File: src/rtl/cbc_pkg.sv
`timescale 1ns/1ps
package cbc_pkg;
  typedef enum logic [2:0] {
    M_IDLE = 3'd0,
    M_ADDR = 3'd1,
    M_STAT = 3'd2,
    M_DRV  = 3'd3,
    M_CTRL = 3'd4,
    M_AUX0 = 3'd5,
    M_AUX1 = 3'd6,
    M_AUX2 = 3'd7
  } mode_e;

  // quarter names follow the edge that opens them
  typedef enum logic [1:0] {
    QTR_QR = 2'd0,
    QTR_ER = 2'd1,
    QTR_QF = 2'd2,
    QTR_EF = 2'd3
  } qtr_e;

  localparam int unsigned BUS_W  = 16;
  localparam int unsigned BYTE_W = 8;
  localparam int unsigned N_AUX  = 3;
endpackage

File: src/rtl/cbc_phase_gen.sv
`timescale 1ns/1ps
module cbc_phase_gen
  import cbc_pkg::*;
#(
  parameter int unsigned CNT_W   = 8,
  parameter int unsigned MIN_LEN = 2
) (
  input  logic             clk_i,
  input  logic             rst_ni,
  input  logic [CNT_W-1:0] len_req_i,
  output qtr_e             qtr_o,
  output logic [CNT_W-1:0] sub_o,
  output logic [CNT_W-1:0] len_o,
  output logic             qtr_last_o,
  output logic             e_o,
  output logic             q_o
);
  localparam logic [CNT_W-1:0] LEN_FLOOR = CNT_W'(MIN_LEN);
  localparam logic [CNT_W-1:0] ONE       = CNT_W'(1);

  qtr_e             qtr_q;
  logic [CNT_W-1:0] sub_q, len_q, len_next;
  logic             qtr_last;

  assign len_next = (len_req_i < LEN_FLOOR) ? LEN_FLOOR : len_req_i;
  assign qtr_last = (sub_q == len_q - ONE);

  always_ff @(posedge clk_i or negedge rst_ni) begin
    if (!rst_ni) begin
      qtr_q <= QTR_EF;
      sub_q <= '0;
      len_q <= LEN_FLOOR;
    end else if (qtr_last) begin
      sub_q <= '0;
      qtr_q <= qtr_e'(qtr_q + 2'd1);
      if (qtr_q == QTR_EF) len_q <= len_next;
    end else begin
      sub_q <= sub_q + ONE;
    end
  end

  assign qtr_o      = qtr_q;
  assign sub_o      = sub_q;
  assign len_o      = len_q;
  assign qtr_last_o = qtr_last;
  assign q_o        = (qtr_q == QTR_QR) || (qtr_q == QTR_ER);
  assign e_o        = (qtr_q == QTR_ER) || (qtr_q == QTR_QF);

  a_r1_e_rises_under_q: assert property (@(posedge clk_i) disable iff (!rst_ni)
    $rose(e_o) |-> q_o);
  a_r1_q_falls_under_e: assert property (@(posedge clk_i) disable iff (!rst_ni)
    $fell(q_o) |-> e_o);
  a_r2_len_floor: assert property (@(posedge clk_i) disable iff (!rst_ni)
    len_q >= LEN_FLOOR);
  a_r2_len_held: assert property (@(posedge clk_i) disable iff (!rst_ni)
    !(qtr_last && qtr_q == QTR_EF) |=> $stable(len_o));
endmodule

File: src/rtl/cbc_slot_arb.sv
`timescale 1ns/1ps
module cbc_slot_arb #(
  parameter int unsigned CTRL_W   = 8,
  parameter int unsigned AUX_N    = 3,
  parameter logic [CTRL_W-1:0] CTRL_RST = '0
) (
  input  logic              clk_i,
  input  logic              rst_ni,
  input  logic              ctrl_upd_i,
  input  logic [CTRL_W-1:0] ctrl_val_i,
  input  logic [AUX_N-1:0]  aux_req_i,
  input  logic              slot_i,
  output logic              grant_ctrl_o,
  output logic [AUX_N-1:0]  grant_aux_o,
  output logic [CTRL_W-1:0] ctrl_drive_o,
  output logic [CTRL_W-1:0] ctrl_o
);
  logic              ctrl_pend_q;
  logic [CTRL_W-1:0] ctrl_val_q, ctrl_q;
  logic [AUX_N-1:0]  aux_pend_q, aux_pick;

  // lowest pending index wins
  assign aux_pick     = aux_pend_q & (~aux_pend_q + AUX_N'(1));
  assign grant_ctrl_o = slot_i && ctrl_pend_q;
  assign grant_aux_o  = (slot_i && !ctrl_pend_q) ? aux_pick : '0;
  assign ctrl_drive_o = ctrl_val_q;
  assign ctrl_o       = ctrl_q;

  always_ff @(posedge clk_i or negedge rst_ni) begin
    if (!rst_ni) begin
      ctrl_pend_q <= 1'b0;
      ctrl_val_q  <= '0;
      ctrl_q      <= CTRL_RST;
      aux_pend_q  <= '0;
    end else begin
      if (ctrl_upd_i) begin
        ctrl_pend_q <= 1'b1;
        ctrl_val_q  <= ctrl_val_i;
      end else if (grant_ctrl_o) begin
        ctrl_pend_q <= 1'b0;
      end
      if (grant_ctrl_o) ctrl_q <= ctrl_val_q;
      aux_pend_q <= (aux_pend_q & ~grant_aux_o) | aux_req_i;
    end
  end

  a_r8_single_grant: assert property (@(posedge clk_i) disable iff (!rst_ni)
    $onehot0({grant_ctrl_o, grant_aux_o}));
  a_r8_grant_in_slot: assert property (@(posedge clk_i) disable iff (!rst_ni)
    (|grant_aux_o) |-> slot_i);
  a_r7_latch_hold: assert property (@(posedge clk_i) disable iff (!rst_ni)
    !grant_ctrl_o |=> $stable(ctrl_o));
endmodule

File: src/rtl/cbc_ram.sv
`timescale 1ns/1ps
module cbc_ram #(
  parameter int unsigned AW = 8,
  parameter int unsigned DW = 8
) (
  input  logic          clk_i,
  input  logic          we_i,
  input  logic [AW-1:0] addr_i,
  input  logic [DW-1:0] wdata_i,
  output logic [DW-1:0] rdata_o
);
  localparam int unsigned DEPTH = 1 << AW;

  logic [DW-1:0] mem_q [DEPTH];

  always_ff @(posedge clk_i) begin
    if (we_i) mem_q[addr_i] <= wdata_i;
  end

  assign rdata_o = mem_q[addr_i];
endmodule

File: src/rtl/cpu_bus_ctrl.sv
`timescale 1ns/1ps
module cpu_bus_ctrl
  import cbc_pkg::*;
#(
  parameter int unsigned CNT_W    = 8,
  parameter int unsigned RAM_AW   = 8,
  parameter logic [7:0]  CTRL_RST = 8'h00
) (
  input  logic             clk_i,
  input  logic             rst_ni,
  input  logic [CNT_W-1:0] quarter_len_i,
  output logic [2:0]       mode_o,
  output logic             e_o,
  output logic             q_o,
  input  logic [15:0]      bus_i,
  output logic [15:0]      bus_o,
  output logic             bus_oe_o,
  input  logic             ctrl_upd_i,
  input  logic [7:0]       ctrl_val_i,
  input  logic [2:0]       aux_req_i,
  output logic [7:0]       ctrl_o,
  output logic [15:0]      addr_o,
  output logic [7:0]       status_o
);
  localparam logic [CNT_W-1:0] TWO  = CNT_W'(2);
  localparam logic [CNT_W-1:0] ZERO = '0;
  localparam logic [CNT_W-1:0] ONE  = CNT_W'(1);

  qtr_e                qtr;
  logic [CNT_W-1:0]    sub, len;
  logic                qtr_last;
  logic                addr_cap, stat_cap, wr_end, slot, drv_rd;
  logic                rd_q;
  logic [BUS_W-1:0]    addr_q;
  logic [BYTE_W-1:0]   status_q, ram_rd, ctrl_drive;
  logic                grant_ctrl;
  logic [N_AUX-1:0]    grant_aux;
  mode_e               mode, slot_mode;

  cbc_phase_gen #(.CNT_W(CNT_W), .MIN_LEN(2)) u_phase (
    .clk_i, .rst_ni,
    .len_req_i (quarter_len_i),
    .qtr_o     (qtr),
    .sub_o     (sub),
    .len_o     (len),
    .qtr_last_o(qtr_last),
    .e_o, .q_o
  );

  assign slot     = (qtr == QTR_EF) && (sub == ONE);
  assign addr_cap = (qtr == QTR_QR) && (sub == len - TWO);
  assign stat_cap = (qtr == QTR_QR) && qtr_last;
  assign wr_end   = (qtr == QTR_QF) && qtr_last && !rd_q;
  assign drv_rd   = rd_q && ((qtr == QTR_ER) || (qtr == QTR_QF) ||
                             ((qtr == QTR_EF) && (sub == ZERO)));

  cbc_slot_arb #(.CTRL_W(BYTE_W), .AUX_N(N_AUX), .CTRL_RST(CTRL_RST)) u_arb (
    .clk_i, .rst_ni,
    .ctrl_upd_i, .ctrl_val_i, .aux_req_i,
    .slot_i      (slot),
    .grant_ctrl_o(grant_ctrl),
    .grant_aux_o (grant_aux),
    .ctrl_drive_o(ctrl_drive),
    .ctrl_o
  );

  cbc_ram #(.AW(RAM_AW), .DW(BYTE_W)) u_ram (
    .clk_i,
    .we_i   (wr_end),
    .addr_i (addr_q[RAM_AW-1:0]),
    .wdata_i(bus_i[BYTE_W-1:0]),
    .rdata_o(ram_rd)
  );

  always_ff @(posedge clk_i or negedge rst_ni) begin
    if (!rst_ni) begin
      addr_q   <= '0;
      status_q <= '0;
      rd_q     <= 1'b0;
    end else begin
      if (addr_cap) addr_q <= bus_i;
      if (stat_cap) rd_q <= bus_i[BYTE_W];
      if (stat_cap || wr_end) status_q <= bus_i[BUS_W-1:BYTE_W];
    end
  end

  always_comb begin
    slot_mode = M_IDLE;
    if (grant_ctrl)        slot_mode = M_CTRL;
    else if (grant_aux[0]) slot_mode = M_AUX0;
    else if (grant_aux[1]) slot_mode = M_AUX1;
    else if (grant_aux[2]) slot_mode = M_AUX2;
  end

  always_comb begin
    unique case (qtr)
      QTR_QR:  mode = qtr_last ? M_STAT : M_ADDR;
      QTR_ER,
      QTR_QF:  mode = rd_q ? M_DRV : M_STAT;
      default: begin
        if (sub == ZERO) mode = rd_q ? M_DRV : M_IDLE;
        else if (slot)   mode = slot_mode;
        else             mode = M_IDLE;
      end
    endcase
  end

  assign mode_o   = mode;
  assign bus_oe_o = drv_rd || grant_ctrl;
  assign bus_o    = grant_ctrl ? {ctrl_drive, {BYTE_W{1'b0}}} :
                    drv_rd     ? {{BYTE_W{1'b0}}, ram_rd} : '0;
  assign addr_o   = addr_q;
  assign status_o = status_q;

  a_r6_oe_only_drive_modes: assert property (@(posedge clk_i) disable iff (!rst_ni)
    bus_oe_o |-> (mode_o == M_DRV || mode_o == M_CTRL));
  a_r6_drive_modes_enable: assert property (@(posedge clk_i) disable iff (!rst_ni)
    (mode_o == M_DRV || mode_o == M_CTRL) |-> bus_oe_o);
  a_r5_write_at_e_fall: assert property (@(posedge clk_i) disable iff (!rst_ni)
    wr_end |=> $fell(e_o));
  a_r9_addr_from_y1_only: assert property (@(posedge clk_i) disable iff (!rst_ni)
    !$stable(addr_o) |-> $past(mode_o) == M_ADDR);
  a_r4_drive_only_on_read: assert property (@(posedge clk_i) disable iff (!rst_ni)
    (mode_o == M_DRV) |-> status_o[0]);
endmodule

File: config.mk
export PLATFORM = sky130hd
export DESIGN_NAME = cpu_bus_ctrl
export DESIGN_NICKNAME = d
export VERILOG_FILES = /design/src/rtl/cbc_pkg.sv /design/src/rtl/cbc_phase_gen.sv /design/src/rtl/cbc_slot_arb.sv /design/src/rtl/cbc_ram.sv /design/src/rtl/cpu_bus_ctrl.sv
export SDC_FILE = /design/constraint.sdc
export NUM_CORES = 2
export LEC_CHECK = 0
export BUFFER_PORTS_ARGS = -buffer_cell sky130_fd_sc_hd__buf_2
export CAP_MARGIN = 20
export CELL_PAD_IN_SITES_DETAIL_PLACEMENT = 1
export CELL_PAD_IN_SITES_GLOBAL_PLACEMENT = 1
export CORE_MARGIN = 4
export CORE_UTILIZATION = 30
export DETAILED_ROUTE_END_ITERATION = 8
export MAX_ROUTING_LAYER = met4
export PLACE_DENSITY_LB_ADDON = 0.15
export SLEW_MARGIN = 20
export SYNTH_ARGS = -nofsm -noshare
export SYNTH_HDL_FRONTEND = slang
export SYNTH_SLANG_ARGS = --single-unit
File: constraint.sdc
create_clock -name clk_i -period 8.2 [get_ports clk_i]
set_clock_uncertainty 0.2 [all_clocks]
set_input_delay 0.82 -clock clk_i [delete_from_list [all_inputs] [get_ports clk_i]]
set_output_delay 0.82 -clock clk_i [all_outputs]
set_load 0.01 [all_outputs]
* Word level (Yosys, flattened, before mapping) *
Memories as Yosys holds them, arrays and structs flattened.
Cells that the tools add are included.
W data, S select, Z words.

word-level totals
  bits in registers = 63
  bits in latches = 0
  bits in writable memories = 2048
  bits in read-only memories = 0
  input bits = 38
  output and inout bits = 54
  logic and storage cells = 68
  memories = 1

memory list
  memory       words  bits a word  read ports  clocked after memory_dff  wr ports  RTL line       RTL
  u_ram.mem_q  256    8            1           0                         1         cbc_ram.sv:14  logic [DW-1:0] mem_q [DEPTH];

operators by class
  $add $sub $neg = 5
  multiply operators = 0
  divide/modulo/power cells = 0
  order comparisons = 1
  equal/unequal tests = 6
  shifts and indexed selects = 0
  muxes and demuxes = 19
  bitwise operators = 5
  reductions and logical operators = 21

operators with widths
  kind                   count
  $mux W8                3
  $mux W3                7
  $eq A8 B8 Y1           2
  $mux W16               1
  $logic_and A1 B1 Y1    9
  $add A8 B1 Y8 const B  1
  $eq A8 B1 Y1 const B   1
  $logic_not A8 Y1       1
  $lt A8 B2 Y1 const B   1
  $sub A8 B1 Y8 const B  1
  $sub A8 B2 Y8 const B  1
  $and A3 B3 Y3          2
  $not A3 Y3             2
  $pmux W3 S2            1
  $logic_or A1 B1 Y1     5
  $mux W1                5
  $eq A2 B2 Y1 const B   2
  $mux W2                2
  $add A3 B1 Y3 const B  1
  $or A3 B3 Y3           1
  $add A2 B1 Y2 const B  1
  $eq A2 B1 Y1 const B   1
  $logic_not A1 Y1       2
  $logic_not A2 Y1       1
  other kinds (3)        3

* Depth between registers and ports, before layout *
  word-level depth = 11
  depth in mapped cells = 12
  depth with buffers taken out = 9

* Hierarchy *
Synthesis repeated with hierarchy kept, for this count alone.

unflattened totals
  cell total of the unflattened synthesis = 3820
  area, all modules = 81615.8 µm²

by module, submodules not included
  module         instances  cells an instance  area each (µm²)  sequential area each (µm²)
  cbc_ram        1          3539               78332.6          61499.0
  cpu_bus_ctrl   1          130                1441.4           625.6
  cbc_phase_gen  1          98                 1057.3           454.2
  cbc_slot_arb   1          53                 784.5            500.5

* Worst setup path after synthesis *
Ideal clock, no wire load.

  kind = register to output
  start = reg addr_q[1], in the netlist addr_o[1]
  end = out bus_o[7]
  data arrival time = 2617 ps
  required time = 7180 ps
  slack = 4563 ps
  cell stages (with the launch flop) = 10
  path buffers = 4
  cell sequence = dfrtp_1 buf_6 buf_2 buf_2 clkbuf_1 mux4_2 a21oi_1 o211ai_1 o2111a_1 or3_1

on the way
  longest elaborated chain between the ends = 3

RTL lines
  what                    RTL line             RTL
  start, declared         cpu_bus_ctrl.sv:34   logic [BUS_W-1:0] addr_q;
  start signal, assigned  cpu_bus_ctrl.sv:81   if (addr_cap) addr_q <= bus_i;
  $mem_v2 Z256 W8         n/a
  $mux W8                 cpu_bus_ctrl.sv:111  drv_rd ? {{BYTE_W{1'b0}}, ram_rd} : '0;
  $mux W16                cpu_bus_ctrl.sv:110  assign bus_o = grant_ctrl ? {ctrl_drive, {BYTE_W{1'b0}}} :
  end, declared           cpu_bus_ctrl.sv:16   output logic [15:0] bus_o,

No other way between the ends.

* Worst setup path in the final report *
  start = reg addr_q[5], in the netlist addr_o[5]
  end = out bus_o[4]

The elaborated chain is that of the path after synthesis.

==> flow_summary.json <==
{
  "status": "complete, no violations",
  "p_per_area_mw_per_mm2": 267,
  "ios": 92,
  "cp_slowest_stage_delay_ns": 0.88,
  "synth_top_area_share_pct": 74.4,
  "portBuffers": 91,
  "tns_ns": 0,
  "path_clk_slew_ns": 0.06,
  "required_ns": 7.18,
  "htreeDepth": 4,
  "ir_drop_mv": 0.216,
  "clockBufferDepth": 4,
  "start_util_pct": 30.2,
  "synth_area_leaders": "edfxtp_1 (74%), mux4_2 (12%), mux2i_1 (2.2%), dfrtp_1 (1.8%), a22oi_1 (1.6%)",
  "reg2reg_to": "u_ram.mem_q[172][5]",
  "syn_inst": 4100,
  "fin_util_pct": 35.0,
  "ys_seq_area_share_pct": 76.3,
  "design.core.area_mm2": 0.274,
  "clock_latency_ns": 0.89,
  "worstHoldEndpoint": "u_arb.ctrl_pend_q",
  "preCtsSetupSlack_ns": 2.31,
  "path_cells": "buf_4 > nor2_4 > buf_4 > a22oi_1 > nor2_1 > o21ai_1 > nor3_1 > or4_1 > buf_2",
  "start_kind": "flop",
  "crit_type": "flop to primary output",
  "vias": 42161,
  "drv_cap": 0,
  "grt_pass1_vias": 43960,
  "min_from": "ctrl_upd_i",
  "maxSlewHeadroom_pct": 22.2,
  "rsz0062_at_grt": "no",
  "r2r_start": "addr_o[3]",
  "finalSetupViolations": 0,
  "dp.cells": 7726,
  "cts_tree": "built",
  "final_cells": 8183,
  "finalWorstSetupSlack_ns": 1.48,
  "rrSetupSlack_ns": 3.44,
  "grt_max_degree": 158,
  "netlist_area_mm2": 0.0827,
  "die_w_um": 533,
  "avgSynthCellArea_um2": 20.2,
  "fin_nets": 4452,
  "cts.sink_count": 2111,
  "drt_iter0_markers": 4001,
  "numCtsBuffers": 235,
  "finalHoldViolCount": 0,
  "first_pass_iters": 7,
  "place.gp.congestion": 0.779,
  "drcViolationCount": 0,
  "synth.largest_area_cell": "edfxtp_1",
  "p_leak_nw": 28.8,
  "period_share_pct": 81.9,
  "syn2layout_area_growth_pct": 15.9,
  "tightest_slew_ns": 1.16,
  "drive_gt1_share_pct": 25.5,
  "avgViaCountPerCell": 5.15,
  "grt_pass1_wl_mm": 352,
  "finalPower_mw": 25.6,
  "slowest_stage": "nor3_1",
  "final_antenna_net_count": 0,
  "synth-seq-cells": 2111,
  "ys_warn_count": 0,
  "seqCellArea_mm2": 0.0631,
  "synth_edf_count": 2048,
  "multi_input_area_mm2": 0.0184,
  "cts.hold.buffers_added": 28,
  "wl_per_cell_um": 30.4,
  "synth-main-ff-cell": "edfxtp_1",
  "grtUsageTotal_pct": 17.7,
  "async_flop_share_pct": 2.98,
  "min_period_ns": 6.72,
  "die_area_mm2": 0.284,
  "antenna_found_initial": 9,
  "rows": 192,
  "num-fill-cells": 26794,
  "routed_wl_mm": 249,
  "cp-end-kind": "primary output",
  "hp-class": "primary input to flop",
  "path_max_fanout": 32,
  "cts-root-buf": "clkbuf_16",
  "ctsResizeCount": 0,
  "r2r_cells": 7,
  "hold_depth": 2,
  "max_freq_mhz": 149,
  "fp.dieH_um": 533,
  "drv_slew": 0,
  "grt.overflow.total": 0,
  "synth_nets": 4148,
  "dp.final_hpwl_mm": 153,
  "path_common_cell": "buf_4",
  "postCtsSetupRepairBufs": 0,
  "crit_arrival_ns": 5.70,
  "ys_types": 65
}
-- metal layers --
layer,GRT usage [%],wire (um),vias to the layer above
li1,-,-,17667
met1,25.5,117000,23126
met2,27.0,116000,1041
met3,2.17,10500,327
met4,3.96,5410,0
met5,-,0,-
-- flip-flops by register name, indices dropped and copies added (netlist names) --
name and cells:
addr_o 16, rd_q 1, status_o 8, u_arb.aux_pend_q 3, u_arb.ctrl_drive_o 8, u_arb.ctrl_o 8, u_arb.ctrl_pend_q 1, u_phase.len_o 8
u_phase.qtr_o 2, u_phase.sub_o 8, u_ram.mem_q 2048
-- area by class of cell --
| class | count | share of cell area [%] |
|---|---|---|
| Clock inverter | 131 | 1.20 |
| Sequential cell | 2111 | 65.9 |
| Antenna cell | 4 | 0.0104 |
| Timing Repair Buffer | 312 | 2.57 |
| Inverter | 15 | 0.0588 |
| Multi-Input combinational cell | 1729 | 19.2 |
| Clock buffer | 292 | 6.38 |
| Tap cell | 3589 | 4.69 |
-- Yosys cell counts, types with 6 or more instances --
cell type and count:
mux2i_1 178, clkbuf_1 95, buf_1 8, and4_1 8
a222oi_1 7, dfrtp_1 60, and3_1 8, o22ai_1 11
a221oi_1 20, xnor2_1 9, nand2b_1 11, nand4_1 53
edfxtp_1 2048, nand3_1 40, and2_1 12, mux2_2 57
mux4_2 428, nor3b_1 6, buf_6 25, a31o_2 6
a31oi_1 12, o221ai_1 9, o21ai_1 10, o211ai_1 8
nor2b_1 13, nor3_1 140, nor2_1 214, nor4_1 6
buf_2 84, inv_1 14, a32oi_1 12, o21ai_0 25
a21oi_1 50, or4_1 8, ha_1 10, a22oi_1 173
nand2_1 127, buf_4 33, xor2_1 9
-- metrics by stage --
stage / area (um2) / hold WS, ns
final: 95800 / 0.169
after global routing: 95800 / 0.138
after CTS: 95700 / 0.112
after detailed placement: 88200 / 0.290
after global placement: 88100 / 0.284
after floorplan: 82700 / 0.286
-- how the worst max path moves through the flow --
| stage | startpoint | end |
|---|---|---|
| floorplan | addr_o[1] | bus_o[7] |
| global placement | addr_o[5] | bus_o[3] |
| detailed placement | addr_o[5] | bus_o[4] |
| CTS | addr_o[5] | bus_o[4] |
| global route | addr_o[1] | bus_o[4] |
| finish | addr_o[5] | bus_o[4] |
-- power by group --
group,internal [mW],switching (mW)
clock,5.82,4.33
combinational,1.29,2.12
sequential,11.9,0.138
total,19.0,6.58
-- cells by family (layout without fill, tap and decap cells) --
logic type | after synthesis | count (layout) | synth area share [%]
mux | 663 | 663 | 14.6
other cells | 0 | 4 | 0
fa+ha+maj | 10 | 10 | 0.151
simple gates | 672 | 672 | 3.91
compound gates | 366 | 366 | 3.16
flops | 2111 | 2111 | 76.3
xor+xnor | 18 | 18 | 0.191
buf+inv | 260 | 750 | 1.68
-- worst max-delay path: cells and delay by family (launching register included) --
kind,cells,cell delay (ns)
compound gates,2,0.53
simple gates,4,2.34
buf+inv,3,1.12
flops,1,0.73
-- cells in the final DEF (no fill, tap or decap), types with 39 or more instances in the layout --
master     count
mux4_2       428
buf_2         83
nand2_1      126
mux2i_1      178
nand3_1       39
nor3_1       116
buf_4        178
a22oi_1      173
clkinv_2      52
mux2_2        57
nor2_1       194
clkbuf_1      56
dfrtp_1       54
edfxtp_1    2048
a21oi_1       50
clkbuf_16    236
nand4_1       53
clkinv_1      46
No activity file was read; power rests on OpenSTA's default activity.
